$ cat src/rtl/ssr_pkg.sv
package ssr_pkg;
  localparam int STS_W    = 8;
  localparam int B_TDRE   = 7;
  localparam int B_RDRF   = 6;
  localparam int B_OVR    = 5;
  localparam int B_FRM    = 4;
  localparam int B_PAR    = 3;
  localparam int B_TEND   = 2;
  localparam int B_MPRX   = 1;
  localparam int B_MPTX   = 0;
  localparam int CLR_LO   = B_PAR;
  localparam int CLR_HI   = B_TDRE;
  localparam logic [STS_W-1:0] STS_RESET = 8'h84;
endpackage

$ cat src/rtl/ssr_flag_cell.sv
module ssr_flag_cell #(
  parameter logic RST_VAL = 1'b0
) (
  input  logic clk,
  input  logic rst_n,
  input  logic hw_set,
  input  logic hw_clr,
  input  logic sw_rd,
  input  logic sw_wr,
  input  logic sw_wbit,
  output logic q,
  output logic sw_clr_done
);
  logic armed;
  logic sw_clr;
  logic q_nxt;

  always_comb begin
    sw_clr = sw_wr & ~sw_wbit & armed;
    if (hw_set)                q_nxt = 1'b1;
    else if (hw_clr || sw_clr) q_nxt = 1'b0;
    else                       q_nxt = q;
  end

  assign sw_clr_done = sw_clr & ~hw_set;

  always_ff @(posedge clk or negedge rst_n) begin
    if (!rst_n) begin
      q     <= RST_VAL;
      armed <= 1'b0;
    end else begin
      q <= q_nxt;
      if (!q_nxt)          armed <= 1'b0;
      else if (sw_rd && q) armed <= 1'b1;
    end
  end

  // a set always wins over any clear
  p_set_wins_r11: assert property (@(posedge clk) disable iff (!rst_n)
    hw_set |=> q);
  // an unarmed flag ignores a software zero
  p_unarmed_hold_r2: assert property (@(posedge clk) disable iff (!rst_n)
    (q && !armed && !hw_clr) |=> q);
  // writing one never clears
  p_write_one_keeps_r3: assert property (@(posedge clk) disable iff (!rst_n)
    (q && !hw_clr && sw_wr && sw_wbit) |=> q);
endmodule

$ cat src/rtl/ssr_rx_eval.sv
module ssr_rx_eval #(
  parameter int DATA_W = 8
) (
  input  logic              rx_done,
  input  logic [DATA_W-1:0] rx_data,
  input  logic              rx_par_bit,
  input  logic              rx_stop_bit,
  input  logic              par_en,
  input  logic              par_odd,
  input  logic              rdrf_q,
  output logic              rdrf_set,
  output logic              oer_set,
  output logic              fer_set,
  output logic              per_set
);
  logic ones_odd;
  logic par_bad;

  always_comb begin
    ones_odd = ^{rx_data, rx_par_bit};
    par_bad  = par_en & (ones_odd != par_odd);
    fer_set  = rx_done & ~rx_stop_bit;
    per_set  = rx_done & par_bad;
    oer_set  = rx_done & rdrf_q;
    rdrf_set = rx_done & rx_stop_bit & ~par_bad;
  end

  // a full-buffer set never accompanies a receive error
  always_comb begin
    p_good_excl_r4: assert (!(rdrf_set && (fer_set || per_set)));
  end
endmodule

$ cat src/rtl/ssr_tx_track.sv
module ssr_tx_track (
  input  logic clk,
  input  logic rst_n,
  input  logic tx_en,
  input  logic tx_load,
  input  logic tx_last,
  input  logic txbuf_wr,
  input  logic tdre_q,
  input  logic tdre_sw_clr,
  output logic tdre_set,
  output logic tend_q
);
  logic tend_set;
  logic tend_clr;

  always_comb begin
    tdre_set = ~tx_en | tx_load;
    tend_set = ~tx_en | (tx_last & tdre_q);
    tend_clr = txbuf_wr | tdre_sw_clr;
  end

  always_ff @(posedge clk or negedge rst_n) begin
    if (!rst_n)        tend_q <= 1'b1;
    else if (tend_set) tend_q <= 1'b1;
    else if (tend_clr) tend_q <= 1'b0;
  end

  // transmitter disabled forces end-of-transmission
  p_txen_low_r9: assert property (@(posedge clk) disable iff (!rst_n)
    !tx_en |=> tend_q);
  // last bit with empty buffer marks completion
  p_last_sets_r9: assert property (@(posedge clk) disable iff (!rst_n)
    (tx_last && tdre_q) |=> tend_q);
  // buffer write clears completion when nothing sets it
  p_wr_clears_r9: assert property (@(posedge clk) disable iff (!rst_n)
    (txbuf_wr && tx_en && !(tx_last && tdre_q)) |=> !tend_q);
endmodule

$ cat src/rtl/serial_status_reg.sv
module serial_status_reg
  import ssr_pkg::*;
#(
  parameter int DATA_W = 8
) (
  input  logic              clk,
  input  logic              rst_n,
  input  logic              tx_en,
  input  logic              par_en,
  input  logic              par_odd,
  input  logic              sts_rd,
  input  logic              sts_wr,
  input  logic [STS_W-1:0]  sts_wdata,
  input  logic              rxbuf_rd,
  input  logic              txbuf_wr,
  input  logic              tx_load,
  input  logic              tx_last,
  input  logic              rx_done,
  input  logic [DATA_W-1:0] rx_data,
  input  logic              rx_par_bit,
  input  logic              rx_stop_bit,
  input  logic              rx_mpb,
  output logic [STS_W-1:0]  sts_q
);
  logic [CLR_HI:CLR_LO] hw_set;
  logic [CLR_HI:CLR_LO] hw_clr;
  logic [CLR_HI:CLR_LO] flag_q;
  logic [CLR_HI:CLR_LO] clr_done;
  logic rdrf_set, oer_set, fer_set, per_set, tdre_set;
  logic tend_q, mprx_q, mptx_q;
  logic unused_bits;

  assign unused_bits = ^{sts_wdata[B_TEND:B_MPRX], clr_done[CLR_HI-1:CLR_LO]};

  ssr_rx_eval #(.DATA_W(DATA_W)) rx_eval_i (
    .rx_done(rx_done), .rx_data(rx_data), .rx_par_bit(rx_par_bit),
    .rx_stop_bit(rx_stop_bit), .par_en(par_en), .par_odd(par_odd),
    .rdrf_q(flag_q[B_RDRF]), .rdrf_set(rdrf_set), .oer_set(oer_set),
    .fer_set(fer_set), .per_set(per_set)
  );

  ssr_tx_track tx_track_i (
    .clk(clk), .rst_n(rst_n), .tx_en(tx_en), .tx_load(tx_load),
    .tx_last(tx_last), .txbuf_wr(txbuf_wr), .tdre_q(flag_q[B_TDRE]),
    .tdre_sw_clr(clr_done[B_TDRE]), .tdre_set(tdre_set), .tend_q(tend_q)
  );

  always_comb begin
    hw_set = '0;
    hw_clr = '0;
    hw_set[B_TDRE] = tdre_set;
    hw_set[B_RDRF] = rdrf_set;
    hw_set[B_OVR]  = oer_set;
    hw_set[B_FRM]  = fer_set;
    hw_set[B_PAR]  = per_set;
    hw_clr[B_TDRE] = txbuf_wr;
    hw_clr[B_RDRF] = rxbuf_rd;
  end

  for (genvar i = CLR_LO; i <= CLR_HI; i++) begin : g_flag
    ssr_flag_cell #(.RST_VAL(STS_RESET[i])) cell_i (
      .clk(clk), .rst_n(rst_n), .hw_set(hw_set[i]), .hw_clr(hw_clr[i]),
      .sw_rd(sts_rd), .sw_wr(sts_wr), .sw_wbit(sts_wdata[i]),
      .q(flag_q[i]), .sw_clr_done(clr_done[i])
    );
  end

  always_ff @(posedge clk or negedge rst_n) begin
    if (!rst_n) begin
      mprx_q <= STS_RESET[B_MPRX];
      mptx_q <= STS_RESET[B_MPTX];
    end else begin
      if (rx_done) mprx_q <= rx_mpb;
      if (sts_wr)  mptx_q <= sts_wdata[B_MPTX];
    end
  end

  assign sts_q = {flag_q, tend_q, mprx_q, mptx_q};

  // completion while full flags an overrun and keeps the full flag
  p_overrun_r5: assert property (@(posedge clk) disable iff (!rst_n)
    (rx_done && sts_q[B_RDRF]) |=> (sts_q[B_OVR] && sts_q[B_RDRF]));
  // bad stop bit flags a framing error
  p_frame_r6: assert property (@(posedge clk) disable iff (!rst_n)
    (rx_done && !rx_stop_bit) |=> sts_q[B_FRM]);
  // received multiprocessor bit follows each character
  p_mprx_cap_r10: assert property (@(posedge clk) disable iff (!rst_n)
    rx_done |=> (sts_q[B_MPRX] == $past(rx_mpb)));
  // without a character the received bit holds
  p_mprx_hold_r10: assert property (@(posedge clk) disable iff (!rst_n)
    !rx_done |=> $stable(sts_q[B_MPRX]));
  // transmit multiprocessor bit follows writes
  p_mptx_r3: assert property (@(posedge clk) disable iff (!rst_n)
    sts_wr |=> (sts_q[B_MPTX] == $past(sts_wdata[B_MPTX])));
  // disabled transmitter or a load marks the buffer empty
  p_tdre_set_r8: assert property (@(posedge clk) disable iff (!rst_n)
    (!tx_en || tx_load) |=> sts_q[B_TDRE]);
endmodule

$ cat config.mk
export PLATFORM = sky130hd
export DESIGN_NAME = serial_status_reg
export DESIGN_NICKNAME = d
export VERILOG_FILES = /design/src/rtl/ssr_pkg.sv /design/src/rtl/ssr_flag_cell.sv /design/src/rtl/ssr_rx_eval.sv /design/src/rtl/ssr_tx_track.sv /design/src/rtl/serial_status_reg.sv
export SDC_FILE = /design/constraint.sdc
export NUM_CORES = 1
export LEC_CHECK = 0
export BUFFER_PORTS_ARGS = -buffer_cell sky130_fd_sc_hd__buf_2
export CAP_MARGIN = 25
export CORE_ASPECT_RATIO = 1.5
export CORE_MARGIN = 2
export CORE_UTILIZATION = 35
export CTS_BUF_LIST = sky130_fd_sc_hd__clkbuf_16
export CTS_CLUSTER_DIAMETER = 50
export DETAILED_ROUTE_END_ITERATION = 10
export GPL_ROUTABILITY_DRIVEN = 0
export PLACE_DENSITY_LB_ADDON = 0.12
export SLEW_MARGIN = 25
export SYNTH_ARGS = -nofsm -noshare
export SYNTH_HDL_FRONTEND = slang
export SYNTH_SLANG_ARGS = --single-unit
$ cat constraint.sdc
create_clock -name clk -period 3.5 [get_ports clk]
set_clock_uncertainty 0.05 [all_clocks]
set_input_delay 0.175 -clock clk [delete_from_list [all_inputs] [get_ports clk]]
set_output_delay 0.175 -clock clk [all_outputs]
set_load 0.1 [all_outputs]
# Word-level counts from Yosys, hierarchy flattened
# Cells that the tools add are included.
dict set report word_totals {
  output_inout_bits 8
  inputBits 31
  register_bits 13
  word_cells 80
}
dict set report op_classes {
  n_reduce_logical 9
  mux 22
  bitwise_logic 30
  n_eq_ne 6
}
# cell count
set ops {}
lappend ops {{$mux W1} 22}
lappend ops {{$and A1 B1 Y1} 18}
lappend ops {{$ne A2 B2 Y1 const B} 5}
lappend ops {{$not A1 Y1} 9}
lappend ops {{$reduce_xor A9 Y1} 1}
lappend ops {{$logic_and A1 B1 Y1} 5}
lappend ops {{$or A1 B1 Y1} 3}
lappend ops {{$logic_or A1 B1 Y1} 2}
lappend ops {{$reduce_bool A2 Y1} 1}
lappend ops {{$ne A1 B1 Y1} 1}

# Logic depth before layout (Yosys ltp)
# Gate-level depths: netlist of run 1.
dict set report depth {
  ltp_word 7
  ltp_mapped 4
  ltp_nobuf 4
}

# Hierarchy
# A second synthesis of run 1 with hierarchy kept.
dict set report hier_totals {
  hier_cells 66
  hier_area_um2 757.0
}
# module n_inst seq_area_each_um2 area_each_um2 cells_per_inst
set modules_own_cells {}
lappend modules_own_cells {{ssr_flag_cell (g_flag[3].cell_i ...)} 4 50.0 96.3 8}
lappend modules_own_cells {ssr_rx_eval 1 0.0 111.4 13}
lappend modules_own_cells {serial_status_reg 1 50.0 106.4 8}
lappend modules_own_cells {{ssr_flag_cell (g_flag[7].cell_i)} 1 51.3 97.6 8}
lappend modules_own_cells {ssr_tx_track 1 26.3 56.3 5}

# Worst setup path after synthesis of run 1
# No wires, ideal clock.
dict set report synth_path {
  kind {input -> register}
  from {input rx_data[4]}
  to {register g_flag[3].cell_i.armed}
  path_buffers 0
  required_time_ns 3.368
  setup_time_ns 0.082
  stages 4
  slack_ns 1.985
  t_arrival_ns 1.383
  cell_sequence {xnor2_1 > xnor3_1 > or4_4 > a31oi_1}
}
dict set report synth_between {
  elab_chain_cells 6
  elab_cells_between_ends 7
  cone_classes {2 x eq/ne; 2 x mux; 2 x bitwise; 1 x reduce/logical}
}
# item line
set synth_lines {}
lappend synth_lines {{from (decl)} serial_status_reg.sv:19} ;# input logic [DATA_W-1:0] rx_data,
lappend synth_lines {{$reduce_xor A9 Y1 (*)} ssr_rx_eval.sv:20} ;# ones_odd = ^{rx_data, rx_par_bit};
lappend synth_lines {{$ne A1 B1 Y1 (*)} ssr_rx_eval.sv:21} ;# par_bad = par_en & (ones_odd != par_odd);
lappend synth_lines {{$and A1 B1 Y1 (*)} ssr_rx_eval.sv:21}
lappend synth_lines {{$and A1 B1 Y1 (*)} ssr_rx_eval.sv:23} ;# per_set = rx_done & par_bad;
lappend synth_lines {{$mux W1 (*)} ssr_flag_cell.sv:20} ;# if (hw_set) q_nxt = 1'b1;
lappend synth_lines {{$ne A2 B2 Y1 (no source line) or $mux W1 (tied branches)} n/a}
lappend synth_lines {{to (signal assigned)} ssr_flag_cell.sv:30} ;# armed <= 1'b0;
lappend synth_lines {{to (signal assigned)} ssr_flag_cell.sv:33} ;# if (!q_nxt) armed <= 1'b0;
lappend synth_lines {{to (signal assigned)} ssr_flag_cell.sv:34} ;# else if (sw_rd && q) armed <= 1'b1;
lappend synth_lines {{to (decl)} ssr_flag_cell.sv:14} ;# logic armed;
# Every way passes the cells marked *; elsewhere a longest branch is shown, timed or not.
# A chain may end at the register's enable or synchronous reset.

# Worst setup path in the final report of run 1
# Ends and elaborated chain as after synthesis.

==> results of run 1 <==
-- how the worst max path moves through the flow --
stage | startpoint | end
finish | rx_data[4] | g_flag[3].cell_i.armed
CTS | rx_data[4] | g_flag[3].cell_i.armed
global placement | rx_data[4] | g_flag[3].cell_i.armed
detailed placement | rx_data[4] | g_flag[3].cell_i.armed
global route | rx_data[4] | g_flag[3].cell_i.armed
floorplan | rx_data[4] | g_flag[3].cell_i.armed
-- routing by layer --
metal  vias up  track usage (%)  wire (um)  share of wire (%)
li1        299                -          -                  -
met1       265             15.6        534                 38
met2        27             22.8        752                 53
met3         2             2.23        104                7.3
met4         0             9.68         24                1.7
met5         -                0          0                  0
-- critical path, stage by stage --
cell,delay (ns)
buf_2,0.10
xnor2_1,0.16
xnor3_1,0.47
or4_4,0.51
a31oi_1,0.19
-- kinds of logic after synthesis --
group                  after synthesis
AO/OA/AOI/OAI                       15
XOR/XNOR                             7
buffers and inverters               11
flip-flops                          13
multiplexers                         2
AND/OR/NAND/NOR                     20
-- flip-flops by register name (all words and copies together), names as in the netlist --
register	count
g_flag.cell_i.armed	5
g_flag.cell_i.q	5
tx_track_i.tend_q	1
mptx_q	1
mprx_q	1
-- through the flow --
stage	setup slack, ns	power (W)	hold WS [ns]	std cells
3_5_place_dp	1.78	0.000501	0.0273	118
5_1_grt	1.97	0.000744	0.0519	123
6_report	2.00	0.000704	0.0441	123
4_1_cts	1.99	0.000715	0.0412	123
3_3_place_gp	1.80	0.000497	0.0247	118
2_1_floorplan	1.99	0.000471	-0.171	68
-- layout by cell type, fill, tap and decap left out --
cell | netlist | layout
nand2_1 | 4 | 4
nand3_1 | 2 | 2
and2_1 | 2 | 2
xor2_1 | 2 | 2
clkbuf_16 | 0 | 3
xnor3_1 | 1 | 1
nor4b_1 | 1 | 1
dfrtp_1 | 11 | 11
dlygate4sd3_1 | 0 | 1
a31o_2 | 1 | 1
xnor2_2 | 1 | 1
nor3_1 | 2 | 2
a31oi_1 | 1 | 1
xnor2_1 | 3 | 3
or4_4 | 1 | 1
mux2_2 | 2 | 2
a21oi_1 | 4 | 4
buf_2 | 0 | 36
nand3b_1 | 4 | 4
nor2_1 | 1 | 1
dfstp_2 | 2 | 2
o21ai_0 | 3 | 3
a21o_1 | 3 | 3
inv_1 | 3 | 4
o211ai_1 | 1 | 1
nand2b_1 | 1 | 1
and4_2 | 1 | 1
a211oi_1 | 1 | 1
a22o_1 | 1 | 1
nand4_1 | 1 | 1
-- where the power goes --
group / switching, W / leakage (nW) / internal [W]
registers: 0.0000247 / 0.151 / 0.000191
clock network: 0.0000565 / 0.0423 / 0.000150
logic: 0.000207 / 0.279 / 0.0000742
total: 0.000289 / 0.472 / 0.000415
-- area by class of cell --
type,instances,area (um2),area share (%)
multi-input combinational,44,325,33.9
timing repair buffer,37,190,19.8
sequential,13,328,34.1
clock inverter,1,3.75,0.391
clock buffer,3,75.1,7.81
inverter,3,11.3,1.17
tap,22,27.5,2.86
==> results.toml, run 1 <==
[run_status]
status = "finished clean"

[sta]
tightest_slew_ns = 0.489
period_minus_slack_ns = 1.50
hold_violations = 0
rsz0062_at_grt = "false"
fin_tns_setup_ns = 0
min_period_over_period_pct = 42.8
report.final.slew_viol_count = 0
finalSetupViolCount = 0
maxSlewHeadroom_pct = 67.6
fmax_mhz = 667

[place]
place_area_um2 = 872
hpwl_um = 1180
numPortBuffers = 36

[synth]
ys_warn_count = 0
synth_top_family_by_area = "simple AND/OR/NAND/NOR gates"
async_flop_share_pct = 100
yosysMostFrequentCell = "dfrtp_1"
synth_top_cell_area_share_pct = 38.0
synth_common_cells = "dfrtp_1 (11), buf_4 (8), a21oi_1 (4), nand2_1 (4), nand3b_1 (4)"
yosysUniqueCellTypes = 28
synth_fp_nets = 99
synthCells = 68
synth.yosys.seq_area_share_pct = 45.3
synth.area.top_cells = "dfrtp_1 (38%), buf_4 (8.3%), dfstp_2 (7.3%), nand3b_1 (4.1%), xnor2_1 (3.6%)"
synth_top_flop_cell = "dfrtp_1"
yosys.area.top_type = "dfrtp_1"
syn_area_um2 = 724
ys_ff_latch = 13
syn_avg_cell_area_um2 = 10.7
synth_xor_area_share_pct = 11.4
synth_edf_count = 0
muxShareOfSynthArea_pct = 3.11
synth_compound_area_share_pct = 13.3
synthAdderAreaFrac_pct = 0
synth_simple_gate_area_share_pct = 17.1

[worst_setup_path]
regToRegEndpoint = "g_flag[6].cell_i.q"
crit_fanout = 4
r2r_cells = 4
rrSetupSlack_ns = 2.30
path_class = "in -> reg"
cp-start-kind = "input pin"
cp.required_ns = 3.60
arrival_ns = 1.60
end_kind = "flip-flop"
r2r-start = "g_flag[6].cell_i.armed"

[routing]
wirelength_um = 1420
ant_nets = 0
wl_per_cell_um = 11.5
drt_iter0_drc = 5
vias = 593
drc = 0
via_per_inst = 4.82
drt_first_pass_iters = 4

[clocking]
post-cts-setup-buffers = 0
clock_latency_ns = 0.24
cts_sinks = 13
postCtsHoldBufs = 1
tritoncts = "built"
cts_root_buffer = "clkbuf_16"
cts_max_level = 1
clk_pin_slew_ns = 0.04
post_cts_resized = 0
cts_buffers = 3
clockBufferDepth = 2

[grt]
grt_start_max_net_pins = 14
gr-total-overflow = 0
grt_usage_pct = 14.0
antenna_found_initial = 0
grt_pass1_wl_um = 2260
grt_pass1_vias = 563

[power_and_ir_drop]
powerDensity_nw_per_um2 = 733
p_leak_nw = 0.472
worst_ir_drop_vdd_uv = 247

[hold_path]
holdPathStages = 2
hold_end = "tx_track_i.tend_q"
min_from = "tx_en"
worstHoldPathType = "in -> reg"

[floorplan]
initial_core_util_pct = 36.2
die_h_um = 59.7
die_width_um = 41.1
ios = 39
die-area_um2 = 2460
core_um2 = 2000
placementRows = 20

[layout]
nets = 133
drive_gt1_share_pct = 46.5
final_util_pct = 48.0
areaGrowthSynthToFinish_pct = 32.6
final_area_um2 = 961
antennaDiodeCount = 0
fillCellCount = 216

[job]
drv_cap = 0
Note: power is estimated with default switching activity, not from simulation.
==> run 2, diff against run 1 <==
==> constraint.sdc (replaced) <==
create_clock -name clk -period 1.55 [get_ports clk]
set_clock_uncertainty 0.05 [all_clocks]
set_input_delay 0.0775 -clock clk [delete_from_list [all_inputs] [get_ports clk]]
set_output_delay 0.0775 -clock clk [all_outputs]
set_load 0.1 [all_outputs]
==> run 2 against run 1 <==
Against the previous run: flip-flop and latch count unchanged; critical path depth down 4; clock-buffer cell count unchanged; die area did not move; via count is 2.5% higher; final cell count grew 2.4%; core utilization is 1.3 points higher; hold slack got worse by 0.033 ns; wire length up 1.7%; global-route usage down 0.20 points; worst setup slack worse by 1.8 ns; sequential share of layout area decreased by 0.87 points.
==> results.toml, run 2 (synthesized netlist as in run 1, its figures left out) <==
[worst_setup_path]
path_class = "reg -> out"
regToRegEndpoint = "g_flag[6].cell_i.armed"
r2r-start = "g_flag[6].cell_i.armed"
arrival_ns = 1.21
crit_fanout = 4
cp.required_ns = 1.42
cp_slowest_cell = "dfstp_2"
r2r_cells = 4
end_kind = "output pin"
cp_cell_sequence = "buf_2"
worst_path_dominant_cell_family = "flip-flops"
rrSetupSlack_ns = 0.32
cp_slowest_stage_delay_ns = 0.55
cp_num_buf_inv = 1
cp-start-kind = "flip-flop"

[clocking]
post-cts-setup-buffers = 0
cts_root_buffer = "clkbuf_16"
tritoncts = "built"
postCtsHoldBufs = 2
post_cts_resized = 0
cts_buffers = 3
cts_max_level = 1
clock_latency_ns = 0.24
clockBufferDepth = 2
clk_pin_slew_ns = 0.04
cts_sinks = 13

[power_and_ir_drop]
switchingPower_w = 0.000652
powerDensity_nw_per_um2 = 1620
p_leak_nw = 0.486
seqPwrFrac_pct = 30.3
swShare_pct = 40.7
power.clock.fraction_pct = 29.1
worst_ir_drop_vdd_uv = 589
p_int_w = 0.000950
pwr-share-comb_pct = 40.6
power_w = 0.00160

[routing]
wirelength_um = 1440
wl_met3_um = 93
ant_nets = 0
wl_met1_um = 562
vias = 608
drt_iter0_drc = 5
drt_first_pass_iters = 4
route.met2.wl_um = 760
drc = 0
routed.top_layer = "met4"
wl_per_cell_um = 11.4
via_per_inst = 4.83

[sta]
hold_violations = 0
min_period_over_period_pct = 86.4
period_minus_slack_ns = 1.34
layout_setup_ws_ns = 0.211
fin_tns_setup_ns = 0
report.final.slew_viol_count = 0
maxSlewHeadroom_pct = 67.8
finalSetupViolCount = 0
rsz0062_at_grt = "false"
tightest_slew_ns = 0.486
fmax_mhz = 747

[layout]
finalNonFillerCells = 126
fillCellCount = 214
final_common_cell = "buf_2"
nets = 136
drive_gt1_share_pct = 47.1
final_area_um2 = 986
mostFrequentLayoutCells = "buf_2 (36), dfrtp_1 (11)"
reg_top3 = "g_flag.cell_i.armed x5, g_flag.cell_i.q x5"
areaGrowthSynthToFinish_pct = 36.1
antennaDiodeCount = 0

[floorplan]
initial_core_util_pct = 36.2
die-area_um2 = 2460
placementRows = 20
ios = 39
die_h_um = 59.7
core_um2 = 2000
die_width_um = 41.1

[hold_path]
hold_end = "g_flag[4].cell_i.q"
min_from = "rx_stop_bit"
holdPathStages = 2
worstHoldPathType = "in -> reg"

[grt]
grt_pass1_wl_um = 2250
antenna_found_initial = 0
grt_pass1_vias = 584
grt_usage_pct = 13.8
gr-total-overflow = 0
grt_start_max_net_pins = 14

[job]
drv_cap = 0

[place]
dpl_worst_slack_ns = -0.0234
hpwl_um = 1230
place_area_um2 = 887
place_inst = 120
numPortBuffers = 36

[run_status]
status = "finished clean"
[run 2: cell count changes in the layout (fill, tap and decap cells not counted), sizes merged]
cell / before / now
buf: 36 / 38
dlygate4sd3: 1 / 2
[run 2: per-stage QoR]
stage | hold slack [ns] | util [%]
finish | 0.0112 | 49.3
global route | 0.0184 | 49.3
CTS | 0.00796 | 49.3
detailed placement | -0.0680 | 44.3
global placement | -0.0697 | 44.3
floorplan | -0.268 | -
[run 2: power groups by stage]
| stage | logic, W | clock network [W] | registers, W |
|---|---|---|---|
| CTS | 0.000658 | 0.000478 | 0.000486 |
| global route | 0.000693 | 0.000496 | 0.000502 |
| finish | 0.000650 | 0.000466 | 0.000486 |
| global placement | 0.000648 | 0 | 0.000487 |
| detailed placement | 0.000654 | 0 | 0.000489 |
| floorplan | 0.000585 | 0 | 0.000478 |
[run 2: cell type report]
type                            count  area, um2  share of cell area [%]
Sequential cell                    13        328                    33.2
Multi-Input combinational cell     44        325                    33.0
Timing Repair Buffer               40        215                    21.8
Clock buffer                        3       75.1                    7.61
Tap cell                           22       27.5                    2.79
Inverter                            3       11.3                    1.14
Clock inverter                      1       3.75                   0.381
[run 2: worst register-to-register path, delay by kind of cell (launching register included)]
family,cells,cell delay [ns]
simple gates,4,0.71
flops,1,0.34
[run 2: how the worst max path moves through the flow]
stage	startpoint	endpoint	slack, ns	depth (start not counted)
3_5_place_dp	rx_data[4]	g_flag[3].cell_i.armed	-0.02	5
5_1_grt	rx_data[4]	g_flag[3].cell_i.armed	0.13	5
6_report	g_flag[7].cell_i.q	sts_q[7]	0.21	1
4_1_cts	rx_data[4]	g_flag[3].cell_i.armed	0.21	5
3_3_place_gp	rx_data[4]	g_flag[3].cell_i.armed	-0.01	5
2_1_floorplan	rx_data[4]	g_flag[3].cell_i.armed	0.13	4
[run 2: routing by layer]
metal  up-vias  track usage, %
li1        304               -
met1       275            15.0
met2        27            22.8
met3         2            2.23
met4         0            9.68
met5         -               0
